<file path="src/rtl/mac_pkg.sv">
package mac_pkg;
  // feedback code that replaces the accumulator term with zero
  localparam logic [2:0] FB_FRESH = 3'b001;
  // output select code for the pre-register sum
  localparam logic [2:0] OSEL_PRE = 3'd3;
endpackage

</file>
<file path="src/rtl/mac_operand_stage.sv">
module mac_operand_stage #(
  parameter int A_W = 20,
  parameter int B_W = 18
) (
  input  logic                  clk,
  input  logic                  rst_n,
  input  logic [A_W-1:0]        op_a,
  input  logic [B_W-1:0]        op_b,
  input  logic                  a_uns,
  input  logic                  b_uns,
  input  logic                  in_reg_en,
  output logic signed [A_W:0]   a_ext,
  output logic signed [B_W:0]   b_ext
);
  logic [A_W-1:0] a_q, a_d;
  logic [B_W-1:0] b_q, b_d;
  logic [A_W-1:0] a_sel;
  logic [B_W-1:0] b_sel;

  // staging register captures every edge
  always_comb begin
    a_d = op_a;
    b_d = op_b;
  end

  always_ff @(posedge clk or negedge rst_n) begin
    if (!rst_n) begin
      a_q <= '0;
      b_q <= '0;
    end else begin
      a_q <= a_d;
      b_q <= b_d;
    end
  end

  always_comb begin
    a_sel = in_reg_en ? a_q : op_a;
    b_sel = in_reg_en ? b_q : op_b;
    a_ext = {(a_uns ? 1'b0 : a_sel[A_W-1]), a_sel};
    b_ext = {(b_uns ? 1'b0 : b_sel[B_W-1]), b_sel};
  end
endmodule

</file>
<file path="src/rtl/mac_accum_core.sv">
module mac_accum_core
  import mac_pkg::*;
#(
  parameter int A_W = 20,
  parameter int B_W = 18,
  parameter int Z_W = 38
) (
  input  logic                  clk,
  input  logic                  rst_n,
  input  logic signed [A_W:0]   a_ext,
  input  logic signed [B_W:0]   b_ext,
  input  logic                  acc_load,
  input  logic [2:0]            fb_sel,
  input  logic                  sub_en,
  input  logic                  sat_en,
  output logic signed [Z_W-1:0] sum_sat,
  output logic signed [Z_W-1:0] acc_q
);
  localparam int PROD_W = A_W + B_W + 2;
  localparam int SUM_W  = ((PROD_W > Z_W) ? PROD_W : Z_W) + 1;
  localparam logic signed [SUM_W-1:0] MAXV = {{(SUM_W-Z_W+1){1'b0}}, {(Z_W-1){1'b1}}};
  localparam logic signed [SUM_W-1:0] MINV = {{(SUM_W-Z_W+1){1'b1}}, {(Z_W-1){1'b0}}};

  logic signed [PROD_W-1:0] prod;
  logic signed [Z_W-1:0]    fb_term;
  logic signed [SUM_W-1:0]  fb_wide, prod_wide, sum_wide;
  logic signed [Z_W-1:0]    acc_d;

  always_comb begin
    prod      = a_ext * b_ext;
    fb_term   = (fb_sel == FB_FRESH) ? '0 : acc_q;
    fb_wide   = SUM_W'(fb_term);
    prod_wide = SUM_W'(prod);
    sum_wide  = sub_en ? (fb_wide - prod_wide) : (fb_wide + prod_wide);
    if (sat_en && (sum_wide > MAXV))
      sum_sat = {1'b0, {(Z_W-1){1'b1}}};
    else if (sat_en && (sum_wide < MINV))
      sum_sat = {1'b1, {(Z_W-1){1'b0}}};
    else
      sum_sat = sum_wide[Z_W-1:0];
    acc_d = acc_load ? sum_sat : acc_q;
  end

  always_ff @(posedge clk or negedge rst_n) begin
    if (!rst_n) acc_q <= '0;
    else        acc_q <= acc_d;
  end
endmodule

</file>
<file path="src/rtl/mac_output_stage.sv">
module mac_output_stage
  import mac_pkg::*;
#(
  parameter int Z_W     = 38,
  parameter int SHIFT_W = 6
) (
  input  logic [2:0]            out_sel,
  input  logic signed [Z_W-1:0] sum_sat,
  input  logic signed [Z_W-1:0] acc_q,
  input  logic [SHIFT_W-1:0]    shr_amt,
  input  logic                  rnd_en,
  output logic [Z_W-1:0]        z
);
  localparam int EXT_W = Z_W + 2;
  localparam logic [SHIFT_W-1:0] SH_CAP = SHIFT_W'(Z_W);

  logic signed [Z_W-1:0]   v;
  logic signed [EXT_W-1:0] v_ext, rnd_term;
  logic [SHIFT_W-1:0]      eff;

  always_comb begin
    v        = (out_sel == OSEL_PRE) ? sum_sat : acc_q;
    v_ext    = {{2{v[Z_W-1]}}, v};
    eff      = (shr_amt > SH_CAP) ? SH_CAP : shr_amt;
    rnd_term = (rnd_en && (eff != '0)) ? (EXT_W'(1) << (eff - SHIFT_W'(1))) : '0;
    z        = Z_W'((v_ext + rnd_term) >>> eff);
  end
endmodule

</file>
<file path="src/rtl/mac_unit.sv">
module mac_unit #(
  parameter int A_W     = 20,
  parameter int B_W     = 18,
  parameter int Z_W     = 38,
  parameter int SHIFT_W = 6
) (
  input  logic               clk,
  input  logic               rst_n,
  input  logic [A_W-1:0]     op_a,
  input  logic [B_W-1:0]     op_b,
  input  logic               a_uns,
  input  logic               b_uns,
  input  logic               acc_load,
  input  logic [2:0]         fb_sel,
  input  logic               sub_en,
  input  logic [2:0]         out_sel,
  input  logic               sat_en,
  input  logic [SHIFT_W-1:0] shr_amt,
  input  logic               rnd_en,
  input  logic               in_reg_en,
  output logic [Z_W-1:0]     z
);
  logic signed [A_W:0]   a_ext;
  logic signed [B_W:0]   b_ext;
  logic signed [Z_W-1:0] sum_sat;
  logic signed [Z_W-1:0] acc_q;

  mac_operand_stage #(.A_W(A_W), .B_W(B_W)) u_ops (
    .clk(clk), .rst_n(rst_n), .op_a(op_a), .op_b(op_b),
    .a_uns(a_uns), .b_uns(b_uns), .in_reg_en(in_reg_en),
    .a_ext(a_ext), .b_ext(b_ext)
  );

  mac_accum_core #(.A_W(A_W), .B_W(B_W), .Z_W(Z_W)) u_core (
    .clk(clk), .rst_n(rst_n), .a_ext(a_ext), .b_ext(b_ext),
    .acc_load(acc_load), .fb_sel(fb_sel), .sub_en(sub_en), .sat_en(sat_en),
    .sum_sat(sum_sat), .acc_q(acc_q)
  );

  mac_output_stage #(.Z_W(Z_W), .SHIFT_W(SHIFT_W)) u_out (
    .out_sel(out_sel), .sum_sat(sum_sat), .acc_q(acc_q),
    .shr_amt(shr_amt), .rnd_en(rnd_en), .z(z)
  );
endmodule

</file>
<file path="config.mk">
export PLATFORM = sky130hd
export DESIGN_NAME = mac_unit
export DESIGN_NICKNAME = d
export VERILOG_FILES = /design/src/rtl/mac_pkg.sv /design/src/rtl/mac_operand_stage.sv /design/src/rtl/mac_accum_core.sv /design/src/rtl/mac_output_stage.sv /design/src/rtl/mac_unit.sv
export SDC_FILE = /design/constraint.sdc
export NUM_CORES = 2
export LEC_CHECK = 0
export BUFFER_PORTS_ARGS = -buffer_cell sky130_fd_sc_hd__buf_2
export CAP_MARGIN = 0
export CORE_MARGIN = 1.5
export CORE_UTILIZATION = 50
export CTS_CLUSTER_SIZE = 12
export DETAILED_ROUTE_END_ITERATION = 12
export PLACE_DENSITY_LB_ADDON = 0.08
export SLEW_MARGIN = 20
export SYNTH_ARGS = -nofsm -noshare
export SYNTH_HDL_FRONTEND = slang
export SYNTH_SLANG_ARGS = --single-unit
export TNS_END_PERCENT = 5
</file>
<file path="constraint.sdc">
create_clock -name clk -period 27.8 [get_ports clk]
set_input_delay 5.56 -clock clk [delete_from_list [all_inputs] [get_ports clk]]
set_output_delay 5.56 -clock clk [all_outputs]
set_load 0.01 [all_outputs]
</file>
Word-level counts from Yosys, hierarchy flattened --
Cells that the tools add are included.
Word-level totals: register bits after elaboration 76, output and inout bits 38, logic and storage cells 30
Operators by class: add/sub/neg operators 4, $mul 1, magnitude comparators 3, equality and inequality tests 2, shift-type cells 2, multiplexer cells 11, reduce and logical (&&, ||, !) cells 4
Operator list (count):
- 38-bit 2-to-1 mux | 4
- 38-bit by 40-bit adder with 41-bit output | 1
- 41-bit by 38-bit greater-than comparator with 1-bit output (second input constant) | 1
- 41-bit by 38-bit < comparator with 1-bit output (second input constant) | 1
- 41-bit 2-to-1 mux | 1
- 38-bit by 40-bit subtractor with 41-bit output | 1
- 38-bit by 40-bit adder with 40-bit output | 1
- 21-bit by 19-bit multiplier with 40-bit output | 1
- 40-bit 2-to-1 mux | 1
- 1-bit by 6-bit << shifter with 40-bit output (first input constant) | 1
- 40-bit by 6-bit >>> shifter with 38-bit output | 1
- 20-bit 2-to-1 mux | 1
- 18-bit 2-to-1 mux | 1
- 6-bit greater-than comparator (second input constant) | 1
- 6-bit 2-to-1 mux | 1
- 6-bit nonzero test | 1
- 6-bit by 1-bit subtractor with 6-bit output (second input constant) | 1
- 3-bit by 1-bit equality test with 1-bit output (second input constant) | 1
- 3-bit by 2-bit equality test with 1-bit output (second input constant) | 1
- 1-bit logical AND | 3
- 1-bit 2-to-1 mux | 2

Logic depth before layout (Yosys ltp) --
depth in word-level cells 12, gate-level depth with buffers 63

Modules after synthesis --
A second synthesis with hierarchy kept.
Unflattened totals: cells, all modules 3428, area, all modules 28406.0 sq um
Modules (own cells, without submodules):
- mac_accum_core | instances 1, cells an instance 2322, area an instance 20224.4 sq um
- mac_output_stage | instances 1, cells an instance 1024, area an instance 6595.1 sq um
- mac_operand_stage | instances 1, cells an instance 82, area an instance 1586.5 sq um

Worst setup path after synthesis --
No wires, ideal clock.
kind input -> output, start point input in_reg_en, end point output z[18], data arrival time 20051 ps, required time 22240 ps, path slack 2189 ps, stages on the path 60, buffers on the path 7, cell sequence buf_4 -> buf_1 -> clkbuf_1 -> mux2i_1 -> clkbuf_1 -> nor2_1 -> fa_1 -> fa_1 -> inv_1 -> fa_1 -> inv_1 -> fa_1 -> inv_1 -> fa_1 -> fa_1 -> inv_1 -> ha_1 -> ha_1 -> [... 24 more ...] -> buf_2 -> a21oi_2 -> o21ai_1 -> ha_1 -> clkbuf_1 -> a21o_1 -> a21oi_1 -> a211oi_1 -> nand2_1 -> o311ai_0 -> a2bb2oi_1 -> a21o_1 -> xor2_1 -> nand2_1 -> a32oi_1 -> nor2_1 -> a221o_1 -> a221oi_1
Between the ends: word-level cells in the longest chain between the ends 12
Ends and longest elaborated chain:
- from (decl) | RTL line mac_unit.sv:20 | input logic in_reg_en,
- 18-bit 2-to-1 mux or 20-bit 2-to-1 mux (tied branches) | RTL line mac_operand_stage.sv:38, mac_operand_stage.sv:37
- 1-bit 2-to-1 mux, on equally long branches | RTL line mac_operand_stage.sv:40, mac_operand_stage.sv:39
- 21-bit by 19-bit multiplier with 40-bit output (*) | RTL line mac_accum_core.sv:30 | prod = a_ext * b_ext;
- 38-bit by 40-bit adder with 41-bit output or 38-bit by 40-bit subtractor with 41-bit output (tied branches) | RTL line mac_accum_core.sv:34 | sum_wide = sub_en ? (fb_wide - prod_wide) : (fb_wide + prod_wide);
- 41-bit 2-to-1 mux (*) | RTL line mac_accum_core.sv:34
- 41-bit by 38-bit < comparator with 1-bit output | RTL line mac_accum_core.sv:37 | else if (sat_en && (sum_wide < MINV))
- 1-bit logical AND | RTL line mac_accum_core.sv:37
- 38-bit 2-to-1 mux | RTL line mac_accum_core.sv:37
- 38-bit 2-to-1 mux (*) | RTL line mac_accum_core.sv:35 | if (sat_en && (sum_wide > MAXV))
- 38-bit 2-to-1 mux (*) | RTL line mac_output_stage.sv:22 | v = (out_sel == OSEL_PRE) ? sum_sat : acc_q;
- 38-bit by 40-bit adder with 40-bit output (*) | RTL line mac_output_stage.sv:26 | z = Z_W'((v_ext + rnd_term) >>> eff);
- 40-bit by 6-bit >>> shifter with 38-bit output (*) | RTL line mac_output_stage.sv:26
- to (decl) | RTL line mac_unit.sv:21 | output logic [Z_W-1:0] z
Mark *: on every way between the ends. The rest lies on a longest branch, timed or not.

Worst setup path in the final report --
start point input in_reg_en, end point output z[5]
The elaborated chain is that of the path after synthesis.

==> reports/results.md <==
• finished, final reports clean — run status
• 27,100 µm² — Synth Cell Area
• 76 — post-synthesis sequential element count
• 16.08 ns — reg-to-reg setup timing slack
• compound AO/OA/AOI/OAI gates — Crit path max-delay family
• 0.338 — Slew headroom
• 53,700 µm² — Core Region
• 0.0160 ns — maximum clock skew at final layout
• 26.91 ns — minimum clock period after layout
• 0 — Synth warnings
• 0 — max-slew violation count
• 0.965 ns — Worst Max-Slew Pin Slew
• 0 — DR DRC count
• 22.24 ns — worst endpoint required time
• done — TritonCTS clock tree
• sky130_fd_sc_hd__fa_1 — Worst path most repeated cell
• 5.86% — signed area change from the synthesized netlist to the final layout
• 96 — quantity of I/O buffers inserted on ports
• 0.0484 — post-synthesis share of cell area spent on xor and xnor gates
• 3,358 — synthesized instance count
• 77 — pin count of the biggest net entering global routing
• 0.176 — Simple-Gate Fraction of Synth Area
• output pin — endpoint class of the critical path
• 59 — number of cells on the critical path
• 0 — number of enable flip-flop cells after synthesis
• 0.0702 — sequential cell area fraction in the yosys report
• 0.319 — overall track demand over capacity in global routing
• 1 — initial antenna violation count
• 4,039 — # placed instances
• 0.40 ns — Worst-Skew Late Latency
• sky130_fd_sc_hd__clkbuf_16 — root buffer selected by CTS
• 21.35 ns — data arrival at the endpoint of the critical path
• 0.391 — share of synthesized cell area in full adder, half adder and majority cells
• z[5] — critical path endpoint
• 9 — total CTS buffers
• 0 — final-report setup violation count
• 1.00 — proportion of synthesized flip-flops having asynchronous set or reset
• 8 — buffers and inverters on the worst path
• flop to flop — worst min path class
• 97 — Cell variety after synth
• 0.968 — post-route fraction of the period consumed by the critical path
• u_ops.b_q[4] — Worst R2R Start
• 4,016 — net total in the final layout
• 85 — row count
• 24,319 — vias post-DR
• 4,056 — Final Instance Count excl. Fillers
• 3 — number of H-tree levels
• false — unrepaired setup endpoints after global routing
• 0.0508 — share of synthesized area spent on multiplexers
• 0 — Antenna Violating Nets Remaining
• 0.300 — Yosys top cell area share
• 55,600 µm² — die area
• 236 µm — die extent in x
• 0.543 ns — final worst hold slack
• 138 mm — first-pass GRT wire length
• 236 µm — vertical die dimension
• 6.00 — number of vias per cell after detailed routing
• input pin — type of origin of the critical path
• 0 — count of max-cap constraint violations
• 0.180 — Compound-Gate Fraction of Synth Area
• 4,019 — Syn Nets
• 8.07 µm² — average footprint of a synthesized cell
• input pin to output pin — Crit Path Class
• 86.9 mm — routed wire length
• 0 ns — setup TNS
• 0.0953 — fraction of final layout cells sized beyond drive strength 1
• 5,236 — fill cell instance count of the final layout
• sky130_fd_sc_hd__dfrtp_1 — predominant post-synthesis flop cell
• 0 — global route overflow
• 97 — Boundary Pins
• sky130_fd_sc_hd__mux2i_2 — cell type of the slowest stage on the worst timing path
• u_core.acc_q[36] — worst reg2reg path endpoint
• 0.0372 GHz — Highest Clock Rate
• 0 — Post-CTS Hold Fix Bufs
• sky130_fd_sc_hd__fa_1 — library cell occupying the most area in the post-synthesis netlist
• 0.06 ns — clk slew on worst S/H paths
• 0.981 — final RePlAce weighted congestion
• in_reg_en — startpoint of the most critical setup path
• 2 — buffers from clock root to sink, at most
• 76 — clk sink count
• adder cells — main combinational cell family by area after synthesis
• 2,259 — DRC marker count from the first detailed-route iteration
• 21.4 µm — per-cell routed wire length
• 41 — logic depth of the worst register-to-register path
• 6 — detailed-router iteration count before antenna repair
• 0.893 ns — fin worst setup slack
• 0 — total count of hold-check failures in the final report
• sky130_fd_sc_hd__fa_1 (30%), sky130_fd_sc_hd__ha_1 (9.1%), sky130_fd_sc_hd__dfrtp_1 (7.0%) — cells taking the most area after synthesis
• 24,288 — number of global-route vias before repair
• 0.70 ns — longest individual stage delay on the worst path
• 72.7 mm — estimated wirelength of the detail-placed design
• 0.504 — starting utilization of the core area
• 41 — peak fanout along the critical path
• -0.692 ns — worst setup slack before clock tree synthesis
==> repair_timing <==
item / CTS / global route
pin swaps: 0 / 2
buffers inserted: 0 / 1
setup endpoints to repair: 36 / 38
gates resized for setup: 5 / 14
==> cells in the mapped netlist (10+ instances only) <==
cell type,number
sky130_fd_sc_hd__a211oi_1,28
sky130_fd_sc_hd__a21o_1,67
sky130_fd_sc_hd__a21oi_1,225
sky130_fd_sc_hd__a21oi_2,30
sky130_fd_sc_hd__a221oi_1,10
sky130_fd_sc_hd__a31oi_1,30
sky130_fd_sc_hd__and2_1,22
sky130_fd_sc_hd__and3_1,26
sky130_fd_sc_hd__buf_1,11
sky130_fd_sc_hd__buf_2,13
sky130_fd_sc_hd__clkbuf_1,140
sky130_fd_sc_hd__dfrtp_1,76
sky130_fd_sc_hd__fa_1,406
sky130_fd_sc_hd__ha_1,196
sky130_fd_sc_hd__inv_1,414
sky130_fd_sc_hd__mux2_2,51
sky130_fd_sc_hd__mux2i_1,73
sky130_fd_sc_hd__nand2_1,411
sky130_fd_sc_hd__nand2b_1,16
sky130_fd_sc_hd__nand3_1,60
sky130_fd_sc_hd__nand4_1,26
sky130_fd_sc_hd__nor2_1,371
sky130_fd_sc_hd__nor2b_1,50
sky130_fd_sc_hd__nor3_1,39
sky130_fd_sc_hd__o211ai_1,27
sky130_fd_sc_hd__o21a_1,24
sky130_fd_sc_hd__o21ai_0,121
sky130_fd_sc_hd__o21ai_1,31
sky130_fd_sc_hd__o21bai_1,17
sky130_fd_sc_hd__or3_1,18
sky130_fd_sc_hd__xnor2_1,90
sky130_fd_sc_hd__xor2_1,50
==> placed cells by master (no fill, tap or decap), drive strengths merged, types with 7 or more instances in the layout <==
master,count
nor2b,50
nand4,27
nor3,40
ha,196
o211ai,27
nand3,60
a221o,9
a311oi,8
fa,406
a211oi,28
a31oi,31
or3,18
a21oi,255
a31o,7
nand2,411
and2,22
a221oi,11
and3,26
xor2,50
nor4,7
inv,416
o2111ai,7
clkbuf,10
nand2b,16
xnor2,91
a2111oi,11
mux2i,75
buf,159
dfrtp,76
o21bai,17
mux2,51
nor2,371
a211o,8
o21ai,152
a21o,67
o21a,24
==> flip-flops by register name, summed over array words and instances (netlist names) <==
register	cells
u_ops.b_q	18
u_ops.a_q	20
u_core.acc_q	38
==> how the worst min path moves through the flow <==
stage	from	to	slack (ns)	cells past startpoint
after floorplan	u_core.acc_q[24]	u_core.acc_q[24]	0.51	2
after global placement	u_core.acc_q[14]	u_core.acc_q[14]	0.53	2
after detailed placement	u_core.acc_q[23]	u_core.acc_q[23]	0.54	2
after CTS	u_core.acc_q[23]	u_core.acc_q[23]	0.55	2
after global routing	u_core.acc_q[23]	u_core.acc_q[23]	0.57	2
final	u_core.acc_q[23]	u_core.acc_q[23]	0.54	2
==> kinds of logic (layout without fill, tap and decap cells) <==
kind of cell,Yosys count,count (layout)
AO/OA/AOI/OAI,740,740
XOR/XNOR,144,144
adder cells (fa/ha/maj),602,602
buffers and inverters,588,589
flip-flops,76,76
multiplexers,128,128
other,1,2
AND/OR/NAND/NOR,1079,1079
==> per-stage QoR <==
step,instance area (µm²),utilization
floorplan,27100,-
global placement,28300,0.527
detailed placement,28300,0.527
CTS,28600,0.533
global route,28700,0.534
finish,28700,0.534
==> per-layer routing <==
| metal | vias to the layer above | global-route usage | share of wire | wire length (µm) |
|---|---|---|---|---|
| li1 | 11196 | - | - | - |
| met1 | 12157 | 0.464 | 0.46 | 39900 |
| met2 | 870 | 0.485 | 0.44 | 37900 |
| met3 | 96 | 0.0715 | 0.087 | 7540 |
| met4 | 0 | 0.0676 | 0.017 | 1490 |
| met5 | - | 0 | 0 | 0 |
==> worst min-delay path: stages (launching register included) <==
cell	delay (ns)
sky130_fd_sc_hd__dfrtp_1	0.35
sky130_fd_sc_hd__nor2_1	0.05
sky130_fd_sc_hd__a21oi_1	0.10
==> final cells by class <==
class,count,area (µm²),area share
timing repair buffer,159,987,0.0344
sequential,76,1900,0.0663
clock inverter,5,85.1,0.00297
inverter,415,1560,0.0543
antenna,1,2.50,0.0000872
multi-input combinational,2694,23000,0.803
clock buffer,10,239,0.00833
tap,696,871,0.0304
Power is not shown: default switching activity piles up to over one toggle a cycle in this logic, so the estimate is an artifact.
